<file path="src/rtl/sdt_pkg.sv">
package sdt_pkg;
  localparam int REG_W = 8;

  localparam logic [7:0] OFS_PMEN   = 8'h80;
  localparam logic [7:0] OFS_IRQDUR = 8'h8C;
  localparam logic [7:0] OFS_VIDDUR = 8'h8D;
  localparam logic [7:0] OFS_OFFCNT = 8'h94;
  localparam logic [7:0] OFS_ONCNT  = 8'h95;
  localparam logic [7:0] OFS_CFG    = 8'h96;

  localparam int BIT_MODEN = 0;
  localparam int BIT_IRQSP = 3;
  localparam int BIT_VIDSP = 4;

  typedef enum logic [1:0] {PH_IDLE, PH_ON, PH_OFF} phase_t;

  typedef struct packed {
    logic [REG_W-1:0] off_cnt;
    logic [REG_W-1:0] on_cnt;
    logic [REG_W-1:0] cfg;
    logic [REG_W-1:0] pmen;
    logic [REG_W-1:0] irq_dur;
    logic [REG_W-1:0] vid_dur;
  } regs_t;
endpackage

</file>
<file path="src/rtl/sdt_regs.sv">
module sdt_regs
  import sdt_pkg::*;
(
  input  logic             clk,
  input  logic             rst,
  input  logic             wr_en,
  input  logic [7:0]       wr_addr,
  input  logic [REG_W-1:0] wr_data,
  input  logic [7:0]       rd_addr,
  output logic [REG_W-1:0] rd_data,
  output regs_t            regs
);
  logic [REG_W-1:0] rd_mux;

  always_ff @(posedge clk) begin
    if (rst) begin
      regs <= '0;
    end else if (wr_en) begin
      case (wr_addr)
        OFS_OFFCNT: regs.off_cnt <= wr_data;
        OFS_ONCNT:  regs.on_cnt  <= wr_data;
        OFS_CFG:    regs.cfg     <= wr_data;
        OFS_PMEN:   regs.pmen    <= wr_data;
        OFS_IRQDUR: regs.irq_dur <= wr_data;
        OFS_VIDDUR: regs.vid_dur <= wr_data;
        default: ;
      endcase
    end
  end

  always_comb begin
    case (rd_addr)
      OFS_OFFCNT: rd_mux = regs.off_cnt;
      OFS_ONCNT:  rd_mux = regs.on_cnt;
      OFS_CFG:    rd_mux = regs.cfg;
      OFS_PMEN:   rd_mux = regs.pmen;
      OFS_IRQDUR: rd_mux = regs.irq_dur;
      OFS_VIDDUR: rd_mux = regs.vid_dur;
      default:    rd_mux = '0;
    endcase
  end

  always_ff @(posedge clk) begin
    if (rst) rd_data <= '0;
    else     rd_data <= rd_mux;
  end
endmodule

</file>
<file path="src/rtl/sdt_prescale.sv">
module sdt_prescale #(
  parameter int TICK_DIV = 4000
) (
  input  logic clk,
  input  logic rst,
  output logic tick
);
  localparam int PW = (TICK_DIV > 1) ? $clog2(TICK_DIV) : 1;
  localparam logic [PW-1:0] LAST = PW'(TICK_DIV - 1);

  logic [PW-1:0] cnt;

  always_ff @(posedge clk) begin
    if (rst) begin
      cnt  <= '0;
      tick <= 1'b0;
    end else begin
      tick <= (cnt == LAST);
      cnt  <= (cnt == LAST) ? '0 : cnt + 1'b1;
    end
  end
endmodule

</file>
<file path="src/rtl/sdt_speedup.sv">
module sdt_speedup
  import sdt_pkg::*;
#(
  parameter int MS_TICKS = 31
) (
  input  logic             clk,
  input  logic             rst,
  input  logic             tick,
  input  logic             evt,
  input  logic             allow,
  input  logic [REG_W-1:0] dur,
  output logic             busy
);
  localparam int SW = (MS_TICKS > 1) ? $clog2(MS_TICKS) : 1;
  localparam logic [SW-1:0] SUB_LAST = SW'(MS_TICKS - 1);

  logic [REG_W-1:0] remain;
  logic [SW-1:0]    sub;

  always_ff @(posedge clk) begin
    if (rst) begin
      remain <= '0;
      sub    <= '0;
    end else if (evt && allow) begin
      remain <= dur;
      sub    <= '0;
    end else if (tick && (remain != '0)) begin
      if (sub == SUB_LAST) begin
        sub    <= '0;
        remain <= remain - 1'b1;
      end else begin
        sub <= sub + 1'b1;
      end
    end
  end

  assign busy = (remain != '0);
endmodule

</file>
<file path="src/rtl/sdt_modulator.sv">
module sdt_modulator
  import sdt_pkg::*;
(
  input  logic             clk,
  input  logic             rst,
  input  logic             tick,
  input  logic             en,
  input  logic [REG_W-1:0] on_val,
  input  logic [REG_W-1:0] off_val,
  output logic             assert_req
);
  phase_t           phase, ld_phase;
  logic [REG_W-1:0] left, ld_left;
  logic [REG_W-1:0] off_snap;

  // values a fresh period starts with
  always_comb begin
    if (on_val != '0) begin
      ld_phase = PH_ON;
      ld_left  = on_val;
    end else if (off_val != '0) begin
      ld_phase = PH_OFF;
      ld_left  = off_val;
    end else begin
      ld_phase = PH_IDLE;
      ld_left  = '0;
    end
  end

  always_ff @(posedge clk) begin
    if (rst) begin
      phase    <= PH_IDLE;
      left     <= '0;
      off_snap <= '0;
    end else if (!en) begin
      phase <= PH_IDLE;
      left  <= '0;
    end else if (tick) begin
      if (left > 8'd1) begin
        left <= left - 1'b1;
      end else if (phase == PH_ON && off_snap != '0) begin
        phase <= PH_OFF;
        left  <= off_snap;
      end else begin
        phase    <= ld_phase;
        left     <= ld_left;
        off_snap <= off_val;
      end
    end
  end

  assign assert_req = (phase == PH_ON);
endmodule

</file>
<file path="src/rtl/susp_duty_timer.sv">
module susp_duty_timer
  import sdt_pkg::*;
#(
  parameter int TICK_DIV = 4000,
  parameter int MS_TICKS = 31
) (
  input  logic       clk,
  input  logic       rst,
  input  logic       wr_en,
  input  logic [7:0] wr_addr,
  input  logic [7:0] wr_data,
  input  logic [7:0] rd_addr,
  output logic [7:0] rd_data,
  input  logic       irq_evt,
  input  logic       vid_evt,
  output logic       susp_n
);
  regs_t            regs;
  logic             tick;
  logic             mod_en, irq_sp_en, vid_sp_en;
  logic [REG_W-1:0] on_val, irq_dur;
  logic             irq_busy, vid_busy, mod_assert;
  logic             hold_off;

  sdt_regs regs_i (
    .clk(clk), .rst(rst), .wr_en(wr_en), .wr_addr(wr_addr),
    .wr_data(wr_data), .rd_addr(rd_addr), .rd_data(rd_data), .regs(regs)
  );

  assign mod_en    = regs.cfg[BIT_MODEN];
  assign irq_sp_en = regs.pmen[BIT_IRQSP];
  assign vid_sp_en = regs.pmen[BIT_VIDSP];
  assign on_val    = regs.on_cnt;
  assign irq_dur   = regs.irq_dur;

  sdt_prescale #(.TICK_DIV(TICK_DIV)) pre_i (
    .clk(clk), .rst(rst), .tick(tick)
  );

  sdt_speedup #(.MS_TICKS(MS_TICKS)) irq_sp_i (
    .clk(clk), .rst(rst), .tick(tick), .evt(irq_evt), .allow(irq_sp_en),
    .dur(regs.irq_dur), .busy(irq_busy)
  );

  sdt_speedup #(.MS_TICKS(MS_TICKS)) vid_sp_i (
    .clk(clk), .rst(rst), .tick(tick), .evt(vid_evt), .allow(vid_sp_en),
    .dur(regs.vid_dur), .busy(vid_busy)
  );

  sdt_modulator mod_i (
    .clk(clk), .rst(rst), .tick(tick), .en(mod_en),
    .on_val(regs.on_cnt), .off_val(regs.off_cnt), .assert_req(mod_assert)
  );

  assign hold_off = irq_busy || vid_busy ||
                    (irq_evt && irq_sp_en) || (vid_evt && vid_sp_en);

  always_ff @(posedge clk) begin
    if (rst) susp_n <= 1'b1;
    else     susp_n <= !(mod_assert && mod_en && !hold_off);
  end
endmodule

</file>
<file path="config.mk">
export PLATFORM = sky130hd
export DESIGN_NAME = susp_duty_timer
export DESIGN_NICKNAME = d
export VERILOG_FILES = /design/src/rtl/sdt_pkg.sv /design/src/rtl/sdt_regs.sv /design/src/rtl/sdt_prescale.sv /design/src/rtl/sdt_speedup.sv /design/src/rtl/sdt_modulator.sv /design/src/rtl/susp_duty_timer.sv
export SDC_FILE = /design/constraint.sdc
export NUM_CORES = 1
export LEC_CHECK = 0
export BUFFER_PORTS_ARGS = -buffer_cell sky130_fd_sc_hd__buf_2
export CORE_ASPECT_RATIO = 0.75
export CORE_MARGIN = 4
export CORE_UTILIZATION = 45
export CTS_CLUSTER_DIAMETER = 150
export DETAILED_ROUTE_END_ITERATION = 12
export MAX_ROUTING_LAYER = met4
export PLACE_DENSITY = 0.63
export SLEW_MARGIN = 20
export SYNTH_ARGS = -nofsm -noshare
export SYNTH_HDL_FRONTEND = slang
export SYNTH_SLANG_ARGS = --single-unit
</file>
<file path="constraint.sdc">
create_clock -name clk -period 6.19 [get_ports clk]
set_input_delay 1.238 -clock clk [delete_from_list [all_inputs] [get_ports clk]]
set_output_delay 1.238 -clock clk [all_outputs]
set_load 0.02 [all_outputs]
</file>
==> impl_metrics.env <==
export IMPL_ys_ff_latch=114
export IMPL_drc=0
export IMPL_status="completed"
export IMPL_ys_top_cells_by_count="dfxtp_1, nor2_1, mux2i_1"
export IMPL_dp_cells=802
export IMPL_clock_sinks=114
export IMPL_rsz0062_at_grt="no"
export IMPL_synth_most_common_cell="dfxtp_1"
export IMPL_synth_xor_area_share_pct=2.65
export IMPL_power_share_switching_pct=23.4
export IMPL_yosys_area_top_type="dfxtp_1"
export IMPL_path_clk_slew_ns=0.06
export IMPL_r2r_slack_ns=3.82
export IMPL_hold_depth=2
export IMPL_arrival_ns=3.01
export IMPL_design_area_um2=6460
export IMPL_die_h_um=105
export IMPL_cts_buffers=17
export IMPL_syn_inst=629
export IMPL_cp_max_fo=8
export IMPL_dp_hpwl_um=10000
export IMPL_place_area_um2=5890
export IMPL_synth_top_cell_area_share_pct=40.6
export IMPL_grt_pass1_wl_um=23800
export IMPL_cp_cell_sequence="buf_2 -> nor4bb_1 -> nand3_1 -> mux2i_1 -> nor2_1"
export IMPL_synth_fp_nets=669
export IMPL_hold_path_class="reg -> reg"
export IMPL_pwr_share_comb_pct=2.8
export IMPL_seq_area_frac_synth_pct=40.6
export IMPL_post_cts_resized=0
export IMPL_nets=695
export IMPL_port_buffers=37
export IMPL_area_growth_pct=15.1
export IMPL_slowest_delay_ns=0.65
export IMPL_htree_levels=4
export IMPL_drt_total_wl_um=14300
export IMPL_synth_compound_area_share_pct=16.3
export IMPL_rows=35
export IMPL_place_gp_congestion=0.858
export IMPL_synth_area_per_cell_um2=8.93
export IMPL_start_kind="primary input"
export IMPL_track_usage_pct=21.3
export IMPL_layoutNonFillerInstCount=834
export IMPL_drive_gt1_share_pct=14.1
export IMPL_leakagePower_nw=2.54
export IMPL_cts_tree="done"
export IMPL_cts_path_max_buffers=2
export IMPL_worst_slew_pin_slew_ns=0.964
export IMPL_vias=4850
export IMPL_crit_slowest_cell="nand3_1"
export IMPL_hold_violations=0
export IMPL_power_density_nw_per_um2=266
export IMPL_synth_flop_cell="dfxtp_1"
export IMPL_syn_area_um2=5620
export IMPL_synth_simple_area_share_pct=22.8
export IMPL_seq_power_share_pct=43.0
export IMPL_critical_path_top_delay_family="simple AND/OR/NAND/NOR gates"
export IMPL_rr_worst_depth=4
export IMPL_switching_power_w=0.000401
export IMPL_routed_via_density=5.82
export IMPL_antenna_cells=0
export IMPL_synthTopCellsByArea="dfxtp_1, mux2i_1, nor2_1, a21oi_1, ha_1"
export IMPL_period_minus_slack_ns=2.74
export IMPL_required_ns=6.47
export IMPL_clock_power_share_pct=54.2
export IMPL_final_setup_tns_ns=0
export IMPL_cp_depth=5
export IMPL_antenna_found_initial=0
export IMPL_num_fill_cells=1156
export IMPL_die_w_um=137
export IMPL_clockRootBuffer="clkbuf_16"
export IMPL_postCtsHoldBufs=0
export IMPL_internal_power_w=0.00132
export IMPL_wl_per_cell_um=17.1
export IMPL_cap_violations=0
export IMPL_synthMuxAreaShare_pct=12.1
export IMPL_drtIter0Drc=384
export IMPL_setup_violations_final=0
export IMPL_cp_num_buf_inv=1
export IMPL_grt_pass1_vias=4674
export IMPL_dieArea_um2=14300
export IMPL_fin_util_pct=52.7
export IMPL_fmax_mhz=365
export IMPL_synthAdderAreaFrac_pct=2.45
export IMPL_fin_skew_ns=0.00548
export IMPL_critPathKind="in -> reg"
export IMPL_grt_max_degree=79
export IMPL_insertion_delay_ns=0.42
export IMPL_firstDrtPassIters=5
export IMPL_post_cts_buffers=0
export IMPL_synth_top_family_by_area="simple AND/OR/NAND/NOR gates"
export IMPL_async_flop_share_pct=0
export IMPL_ioPinCount=38
export IMPL_maxSlewHeadroom_pct=35.7
export IMPL_core_um2=12300
export IMPL_grt_overflow=0
export IMPL_ys_types=64
export IMPL_post_route_period_util_pct=44.2
export IMPL_peakVddDrop_mv=0.198
export IMPL_finalMaxSlewViolations=0
export IMPL_yosys_warnings=0
export IMPL_synth_edf_count=0
export IMPL_antenna_left=0
export IMPL_endpoint_kind="flop"
export IMPL_start_util_pct=45.8
## flip-flops by register name (all words and copies together) (netlist names), 2 cells and up
name	flops
regs_i.regs	48
pre_i.cnt	12
irq_sp_i.remain	8
mod_i.left	8
mod_i.off_snap	8
regs_i.rd_data	8
vid_sp_i.remain	8
irq_sp_i.sub	5
vid_sp_i.sub	5
mod_i.phase	2
## routing by layer
| metal | vias up | global-route usage (%) | part of all wire, % |
|---|---|---|---|
| met5 | - | - | 0 |
| met3 | 23 | 4.86 | 5.8 |
| li1 | 2406 | - | - |
| met4 | 0 | 7.19 | 1.7 |
| met1 | 2265 | 31.0 | 50 |
| met2 | 156 | 29.0 | 42 |
## path summary, 6_finish.rpt
kind | start | to
max | wr_addr[5] | regs_i.regs[22]
min | regs_i.regs[23] | regs_i.rd_data[7]
max reg2reg | mod_i.off_snap[0] | mod_i.left[4]
min reg2reg | regs_i.regs[23] | regs_i.rd_data[7]
## final cells by class
| class | count | area, µm² | share of cell area (%) |
|---|---|---|---|
| clock buffer | 18 | 439 | 6.79 |
| clock inverter | 14 | 130 | 2.01 |
| inverter | 14 | 52.6 | 0.813 |
| multi-input combinational | 470 | 3160 | 48.9 |
| sequential | 114 | 2280 | 35.3 |
| tap | 166 | 208 | 3.21 |
| timing repair buffer | 38 | 193 | 2.98 |
## through the flow
step	power (W)	hold WS, ns	worst slack, ns
after CTS	0.00173	0.458	3.46
after floorplan	0.000780	0.430	3.55
after detailed placement	0.000802	0.446	3.03
after global placement	0.000801	0.443	3.07
after global routing	0.00177	0.494	3.30
final	0.00172	0.456	3.45
## cells in the final DEF (no fill, tap or decap), types with 15 or more instances in the layout
cell type  instances
a21oi_1           29
a31oi_1           16
buf_2             37
clkbuf_16         17
dfxtp_1          114
mux2i_1           59
nand2_1           29
nand3_1           23
nand4_1           17
nor2_1            79
nor4_1            15
o21ai_0           17
## worst reg2reg max path, stage by stage, from the launching register on
cell,delay (ns)
dfxtp_1,0.32
nor4_1,0.81
a21oi_1,0.52
a211oi_1,0.45
o32ai_1,0.14
## cell families after synthesis
kind of cell,Yosys count
muxes,67
adders and majority gates,11
DFF,114
AOI/OAI and AO/OA,133
buffers and inverters,45
and+or+nand+nor,242
xor gates and xnor gates,17
## power by group through the flow
stage	sequential (W)	clock (W)	combinational [W]
CTS	0.000738	0.000945	0.0000480
global route	0.000738	0.000978	0.0000529
global placement	0.000754	0	0.0000470
finish	0.000738	0.000931	0.0000479
floorplan	0.000754	0	0.0000263
detailed placement	0.000754	0	0.0000479
Power figures use the tool's default switching activity.
